===== config.mk =====
export PLATFORM = sky130hd
export DESIGN_NAME = mtp_rewrite_seq
export DESIGN_NICKNAME = d
export VERILOG_FILES = /design/src/rtl/mtp_seq_pkg.sv /design/src/rtl/seq_timer.sv /design/src/rtl/seq_addr_ctr.sv /design/src/rtl/seq_verify.sv /design/src/rtl/mtp_rewrite_seq.sv
export SDC_FILE = /design/constraint.sdc
export NUM_CORES = 1
export LEC_CHECK = 0
export BUFFER_PORTS_ARGS = -buffer_cell sky130_fd_sc_hd__buf_2
export CORE_UTILIZATION = 55
export DETAILED_ROUTE_END_ITERATION = 16
export PLACE_DENSITY = 0.81
export SETUP_SLACK_MARGIN = 0.02
export SLEW_MARGIN = 10
export SYNTH_ARGS = -nofsm -noshare
export SYNTH_HDL_FRONTEND = slang
export SYNTH_SLANG_ARGS = --single-unit

===== constraint.sdc =====
create_clock -name clk -period 3.5 [get_ports clk]
set_input_delay 0.525 -clock clk [delete_from_list [all_inputs] [get_ports clk]]
set_output_delay 0.525 -clock clk [all_outputs]
set_load 0.02 [all_outputs]

===== src/rtl/mtp_seq_pkg.sv =====
package mtp_seq_pkg;

  typedef enum logic [3:0] {
    S_IDLE,
    S_ER_SET,
    S_ER_PULSE,
    S_BC_SET,
    S_BC_RD,
    S_PG_FETCH,
    S_PG_SET,
    S_PG_PULSE,
    S_PG_REC,
    S_PG_RD
  } seq_state_e;

  function automatic int imax(input int a, input int b);
    return (a > b) ? a : b;
  endfunction

endpackage


===== src/rtl/seq_timer.sv =====
module seq_timer #(
  parameter int TW = 8
) (
  input  logic          clk,
  input  logic          rst_n,
  input  logic          load,
  input  logic [TW-1:0] load_val,
  output logic          zero
);

  logic [TW-1:0] cnt;

  always_ff @(posedge clk or negedge rst_n) begin
    if (!rst_n)          cnt <= '0;
    else if (load)       cnt <= load_val;
    else if (cnt != '0)  cnt <= cnt - TW'(1);
  end

  assign zero = (cnt == '0);

endmodule


===== src/rtl/seq_addr_ctr.sv =====
module seq_addr_ctr #(
  parameter int ADDR_W = 16
) (
  input  logic              clk,
  input  logic              rst_n,
  input  logic              clr,
  input  logic              inc,
  output logic [ADDR_W-1:0] addr,
  output logic              last
);

  always_ff @(posedge clk or negedge rst_n) begin
    if (!rst_n)     addr <= '0;
    else if (clr)   addr <= '0;
    else if (inc)   addr <= addr + ADDR_W'(1);
  end

  assign last = &addr;


  no_wrap_chk: assert property (@(posedge clk) disable iff (!rst_n)
    (inc && !clr) |-> !last);

endmodule


===== src/rtl/seq_verify.sv =====
module seq_verify #(
  parameter int ADDR_W = 16,
  parameter int DATA_W = 8
) (
  input  logic              clk,
  input  logic              rst_n,
  input  logic              clear,
  input  logic              check_en,
  input  logic [DATA_W-1:0] expect_b,
  input  logic [DATA_W-1:0] actual_b,
  input  logic [ADDR_W-1:0] addr,
  output logic              mismatch,
  output logic              err,
  output logic [ADDR_W-1:0] err_addr,
  output logic [DATA_W-1:0] err_exp,
  output logic [DATA_W-1:0] err_act
);

  assign mismatch = (actual_b != expect_b);

  always_ff @(posedge clk or negedge rst_n) begin
    if (!rst_n) begin
      err      <= 1'b0;
      err_addr <= '0;
      err_exp  <= '0;
      err_act  <= '0;
    end else if (clear) begin
      err      <= 1'b0;
      err_addr <= '0;
      err_exp  <= '0;
      err_act  <= '0;
    end else if (check_en && mismatch) begin
      err      <= 1'b1;
      err_addr <= addr;
      err_exp  <= expect_b;
      err_act  <= actual_b;
    end
  end


  err_cause_chk: assert property (@(posedge clk) disable iff (!rst_n)
    $rose(err) |-> $past(check_en && mismatch));

endmodule


===== src/rtl/mtp_rewrite_seq.sv =====
module mtp_rewrite_seq
  import mtp_seq_pkg::*;
#(
  parameter int ADDR_W        = 16,
  parameter int DATA_W        = 8,
  parameter int CLK_PERIOD_NS = 5,
  parameter int ERASE_CYC     = 100_000_000 / CLK_PERIOD_NS,
  parameter int PULSE_CYC     = 20_000 / CLK_PERIOD_NS,
  parameter int ACCESS_CYC    = (70 + CLK_PERIOD_NS - 1) / CLK_PERIOD_NS,
  parameter int SETTLE_CYC    = 20
) (
  input  logic              clk,
  input  logic              rst_n,
  input  logic              start,
  input  logic              abort,
  input  logic              src_valid,
  output logic              src_ready,
  input  logic [DATA_W-1:0] src_data,
  output logic [ADDR_W-1:0] mem_addr,
  output logic [DATA_W-1:0] mem_dq_out,
  output logic              mem_dq_drive,
  input  logic [DATA_W-1:0] mem_dq_in,
  output logic              mem_ce_n,
  output logic              mem_oe_n,
  output logic              prog_strobe_n,
  output logic              hv_supply_en,
  output logic              hv_id_en,
  output logic              busy,
  output logic              done,
  output logic              err,
  output logic [ADDR_W-1:0] err_addr,
  output logic [DATA_W-1:0] err_exp,
  output logic [DATA_W-1:0] err_act,
  output logic [ADDR_W:0]   prog_count
);

  localparam int DEPTH = 1 << ADDR_W;
  localparam int MAXC  = imax(imax(ERASE_CYC, PULSE_CYC), imax(ACCESS_CYC, SETTLE_CYC));
  localparam int TW    = $clog2(MAXC + 1);
  localparam logic [TW-1:0] LD_ERASE  = TW'(ERASE_CYC - 1);
  localparam logic [TW-1:0] LD_PULSE  = TW'(PULSE_CYC - 1);
  localparam logic [TW-1:0] LD_ACCESS = TW'(ACCESS_CYC - 1);
  localparam logic [TW-1:0] LD_SETTLE = TW'(SETTLE_CYC - 1);
  localparam logic [DATA_W-1:0] BLANK = '1;

  seq_state_e st, nxt;

  logic          t_load, t_zero;
  logic [TW-1:0] t_val;
  logic          a_clr, a_inc, a_last;
  logic          chk_en, mism, take, fin, pass, go;
  logic [DATA_W-1:0] byte_q, exp_b;

  seq_timer #(.TW(TW)) u_timer (
    .clk(clk), .rst_n(rst_n), .load(t_load), .load_val(t_val), .zero(t_zero)
  );

  seq_addr_ctr #(.ADDR_W(ADDR_W)) u_addr (
    .clk(clk), .rst_n(rst_n), .clr(a_clr), .inc(a_inc),
    .addr(mem_addr), .last(a_last)
  );

  assign exp_b = (st == S_BC_RD) ? BLANK : byte_q;

  seq_verify #(.ADDR_W(ADDR_W), .DATA_W(DATA_W)) u_verify (
    .clk(clk), .rst_n(rst_n), .clear(go), .check_en(chk_en),
    .expect_b(exp_b), .actual_b(mem_dq_in), .addr(mem_addr),
    .mismatch(mism), .err(err), .err_addr(err_addr),
    .err_exp(err_exp), .err_act(err_act)
  );

  assign go = (st == S_IDLE) && start && !abort;

  // next-state and sequencing controls
  always_comb begin
    nxt    = st;
    t_load = 1'b0;
    t_val  = '0;
    a_clr  = 1'b0;
    a_inc  = 1'b0;
    chk_en = 1'b0;
    take   = 1'b0;
    fin    = 1'b0;
    pass   = 1'b0;
    if (abort) begin
      nxt = S_IDLE;
    end else begin
      unique case (st)
        S_IDLE: if (start) begin
          nxt = S_ER_SET; t_load = 1'b1; t_val = LD_SETTLE; a_clr = 1'b1;
        end
        S_ER_SET: if (t_zero) begin
          nxt = S_ER_PULSE; t_load = 1'b1; t_val = LD_ERASE;
        end
        S_ER_PULSE: if (t_zero) begin
          nxt = S_BC_SET; t_load = 1'b1; t_val = LD_SETTLE;
        end
        S_BC_SET: if (t_zero) begin
          nxt = S_BC_RD; t_load = 1'b1; t_val = LD_ACCESS;
        end
        S_BC_RD: if (t_zero) begin
          chk_en = 1'b1;
          if (mism) nxt = S_IDLE;
          else if (a_last) begin
            nxt = S_PG_FETCH; a_clr = 1'b1;
          end else begin
            a_inc = 1'b1; t_load = 1'b1; t_val = LD_ACCESS;
          end
        end
        S_PG_FETCH: if (src_valid) begin
          nxt = S_PG_SET; take = 1'b1; t_load = 1'b1; t_val = LD_SETTLE;
        end
        S_PG_SET: if (t_zero) begin
          nxt = S_PG_PULSE; t_load = 1'b1; t_val = LD_PULSE;
        end
        S_PG_PULSE: if (t_zero) begin
          nxt = S_PG_REC; t_load = 1'b1; t_val = LD_SETTLE;
        end
        S_PG_REC: if (t_zero) begin
          nxt = S_PG_RD; t_load = 1'b1; t_val = LD_ACCESS;
        end
        S_PG_RD: if (t_zero) begin
          chk_en = 1'b1;
          if (mism) nxt = S_IDLE;
          else begin
            pass = 1'b1;
            if (a_last) begin
              nxt = S_IDLE; fin = 1'b1;
            end else begin
              nxt = S_PG_FETCH; a_inc = 1'b1;
            end
          end
        end
        default: nxt = S_IDLE;
      endcase
    end
  end

  always_ff @(posedge clk or negedge rst_n) begin
    if (!rst_n) begin
      st         <= S_IDLE;
      byte_q     <= '0;
      done       <= 1'b0;
      prog_count <= '0;
    end else begin
      st <= nxt;
      if (take) byte_q <= src_data;
      if (go)        done <= 1'b0;
      else if (fin)  done <= 1'b1;
      if (go)        prog_count <= '0;
      else if (pass) prog_count <= prog_count + (ADDR_W+1)'(1);
    end
  end

  // pin decode from state
  always_comb begin
    mem_ce_n      = 1'b1;
    mem_oe_n      = 1'b1;
    prog_strobe_n = 1'b1;
    hv_supply_en  = 1'b0;
    hv_id_en      = 1'b0;
    mem_dq_drive  = 1'b0;
    unique case (st)
      S_ER_SET: begin
        hv_supply_en = 1'b1; hv_id_en = 1'b1; mem_ce_n = 1'b0;
      end
      S_ER_PULSE: begin
        hv_supply_en = 1'b1; hv_id_en = 1'b1; mem_ce_n = 1'b0; prog_strobe_n = 1'b0;
      end
      S_BC_RD, S_PG_RD: begin
        mem_ce_n = 1'b0; mem_oe_n = 1'b0;
      end
      S_PG_SET: begin
        hv_supply_en = 1'b1; mem_ce_n = 1'b0; mem_dq_drive = 1'b1;
      end
      S_PG_PULSE: begin
        hv_supply_en = 1'b1; mem_ce_n = 1'b0; mem_dq_drive = 1'b1; prog_strobe_n = 1'b0;
      end
      default: ;
    endcase
  end

  assign mem_dq_out = byte_q;
  assign src_ready  = (st == S_PG_FETCH) && !abort;
  assign busy       = (st != S_IDLE);


  strobe_mode_chk: assert property (@(posedge clk) disable iff (!rst_n)
    !prog_strobe_n |-> (!mem_ce_n && mem_oe_n && hv_supply_en));


  prog_id_off_chk: assert property (@(posedge clk) disable iff (!rst_n)
    (!prog_strobe_n && mem_dq_drive) |-> !hv_id_en);


  read_quiet_chk: assert property (@(posedge clk) disable iff (!rst_n)
    !mem_oe_n |-> (!hv_supply_en && !hv_id_en && !mem_dq_drive));


  abort_quiet_chk: assert property (@(posedge clk) disable iff (!rst_n)
    abort |=> (!hv_supply_en && !hv_id_en && prog_strobe_n && !busy));


  ready_quiet_chk: assert property (@(posedge clk) disable iff (!rst_n)
    src_ready |-> (!hv_supply_en && !hv_id_en && prog_strobe_n && !abort));


  done_count_chk: assert property (@(posedge clk) disable iff (!rst_n)
    $rose(done) |-> (prog_count == (ADDR_W+1)'(DEPTH)));

endmodule


==> metrics.yaml <==
synth_commonest_cells: "dfrtp_1, nand2_1, nor2_1"
syn_area_um2: 5460
clk_latency_ps: 370
cts_tree: "built"
initial_core_util: 0.580
grt_max_degree: 62
slew_violations: 0
pwr-share-seq: 0.403
numCtsBuffers: 9
synth_top_cell_area_share: 0.477
io_buffers: 103
routed_via_density: 5.84
combPwrFrac: 0.415
antenna_found_initial: 0
drt_pass1_iterations: 4
crit_fanout: 10
hold_path_class: "in -> async"
io_pins: 104
p_sw_mw: 1.57
synth_area_leaders: "dfrtp_1, nand2_1, nand3_1"
vias: 4936
min_period_ps: 3230
pwr_density_cell_nw_per_um2: 601
num_rows: 35
status: "completed"
setup_violations: 0
worst_pin_slew_ps: 641
gp_congestion: 0.851
layout.area.seq_um2: 2600
htree_levels: 3
grtUsageTotal: 0.280
ys_ff_latch: 104
core_um2: 9420
grt_pass1_vias: 4675
async_flop_share: 1.00
maxCapViolCount: 0
worst-setup-path-type: "reg -> reg"
nFillCells: 759
overflow: 0
layout.nets: 736
rsz0062_at_grt: "no"
route.detailed.drc: 0
clkPwrFrac: 0.182
dpl.hpwl_um: 9750
seq_area_frac_synth: 0.477
cp.arrival_ps: 3530
synth-main-ff-cell: "dfrtp_1"
syn_avg_cell_area_um2: 9.01
dieHeight_um: 102
root_buffer: "clkbuf_8"
p_int_mw: 2.26
drt-total-wl_um: 13600
power.leakage_nw: 3.18
fp.dieArea_um2: 10300
setup.worst_path.end_class: "register"
synth_fp_nets: 631
ir_drop_mv: 0.275
synth-edff-count: 0
synth_top_cell_by_area: "dfrtp_1"
sw_frac_of_total: 0.410
hold_violations: 0
tns_ps: 0
worst_setup_path_start_kind: "register"
drive_gt1_frac: 0.223
path_clk_slew_ps: 100
area_delta_synth_final_pct: 17.0
slew_headroom: 0.568
num_antenna_cells: 0
drtAntennaViolNets: 0
yosys.cell_types.count: 53
cts-resized-gates: 0
die_w_um: 102
fin_hold_ws_ps: 156
drt_iter0_drc: 262
post_cts_buffers: 0
yosys_warnings: 0
clock_sinks: 104
ctsHoldBuffers: 0
cp.required_ps: 3800
reg2regPathDepth: 7
fin_skew_ps: 14.9
grt_pass1_wl_um: 22400
wire_per_inst_um: 16.1
fmax_ghz: 0.310
yosysMostFrequentCell: "dfrtp_1"
period_share: 0.922
multiInputGateArea_um2: 2740
synth_cells: 606
clockBufferDepth: 2
[power by group through the flow]
stage	Sequential (mW)	Clock [mW]	Combinational [mW]
6_report	1.55	0.697	1.59
5_1_grt	1.57	0.754	1.78
4_1_cts	1.54	0.709	1.59
3_5_place_dp	1.57	0	1.58
3_3_place_gp	1.55	0	1.54
2_1_floorplan	1.56	0	1.12
[final timing paths]
path / startpoint / endpoint / slack [ps]
min in group clk: mem_dq_in[1] / u_verify.err_act[1] / 390
setup reg to reg: u_timer.cnt[11] / prog_count[16] / 270
max in group asynchronous: rst_n / mem_dq_out[2] / 2630
hold reg to reg: u_verify.err_act[0] / u_verify.err_act[0] / 490
hold / removal: rst_n / u_timer.cnt[24] / 160
setup / recovery: u_timer.cnt[11] / prog_count[16] / 270
[flip-flops by register name, summed over array words and instances (netlist names)]
| signal | cells |
|---|---|
| mem_dq_out | 8 |
| u_verify.err_act | 8 |
| u_verify.err | 1 |
| u_timer.cnt | 25 |
| u_verify.err_exp | 8 |
| st | 4 |
| u_verify.err_addr | 16 |
| done | 1 |
| prog_count | 17 |
| u_addr.addr | 16 |
[cells in the final DEF (no fill, tap or decap), types with 7 or more instances in the layout]
cell type | synthesis | final
or3_1 | 17 | 17
nand4_1 | 14 | 14
o21ai_0 | 45 | 45
a21oi_1 | 28 | 28
nand2_1 | 78 | 78
nor4_1 | 10 | 10
buf_2 | 6 | 102
nor3_1 | 18 | 18
inv_1 | 7 | 7
mux2_2 | 8 | 8
o21a_1 | 9 | 9
xor2_1 | 22 | 22
nor2_1 | 66 | 66
and3_1 | 8 | 8
or4_1 | 7 | 7
dfrtp_1 | 104 | 104
xnor2_1 | 16 | 16
nand3_1 | 50 | 50
buf_4 | 0 | 20
clkbuf_8 | 0 | 10
[final cells by class]
cell class                 count  share of cell area
clock buffer                  11              0.0221
tap                          129              0.0253
timing repair buffer         123               0.107
multi-input combinational    466               0.428
sequential                   104               0.408
inverter                       7             0.00411
clock inverter                 5             0.00607
[worst max-delay path: stages (launching register included)]
cell	delay [ps]
dfrtp_1	420
or4_4	550
or3_4	370
or4_1	720
nor2_8	270
nand3_4	130
or4_1	530
a21oi_1	170
[kinds of logic after synthesis]
family                   after synthesis  synth area share
AND/OR/NAND/NOR                      307             0.292
AO/OA/AOI/OAI                        106             0.113
flip-flops                           104             0.477
XOR/XNOR                              38            0.0610
buffers and inverters                 36            0.0261
multiplexers                          11            0.0220
adder cells (fa/ha/maj)                4           0.00917
[per-stage QoR]
step           setup slack (ps)   util  power, mW  area [um^2]  std cells
5_1_grt                     129  0.678       4.11         6390        845
3_3_place_gp                356  0.659       3.09         6210        829
6_report                    273  0.678       3.84         6390        845
3_5_place_dp                260  0.659       3.15         6210        829
4_1_cts                     269  0.678       3.84         6390        845
2_1_floorplan               528      -       2.69         5460        606
[routing by layer]
metal / track usage / up-vias / share of wire
li1: - / 2358 / -
met1: 0.384 / 2401 / 0.43
met2: 0.448 / 155 / 0.48
met3: 0.0580 / 22 / 0.064
met4: 0.0870 / 0 / 0.019
met5: 0 / - / 0
Note: power is estimated with default switching activity, not from simulation.
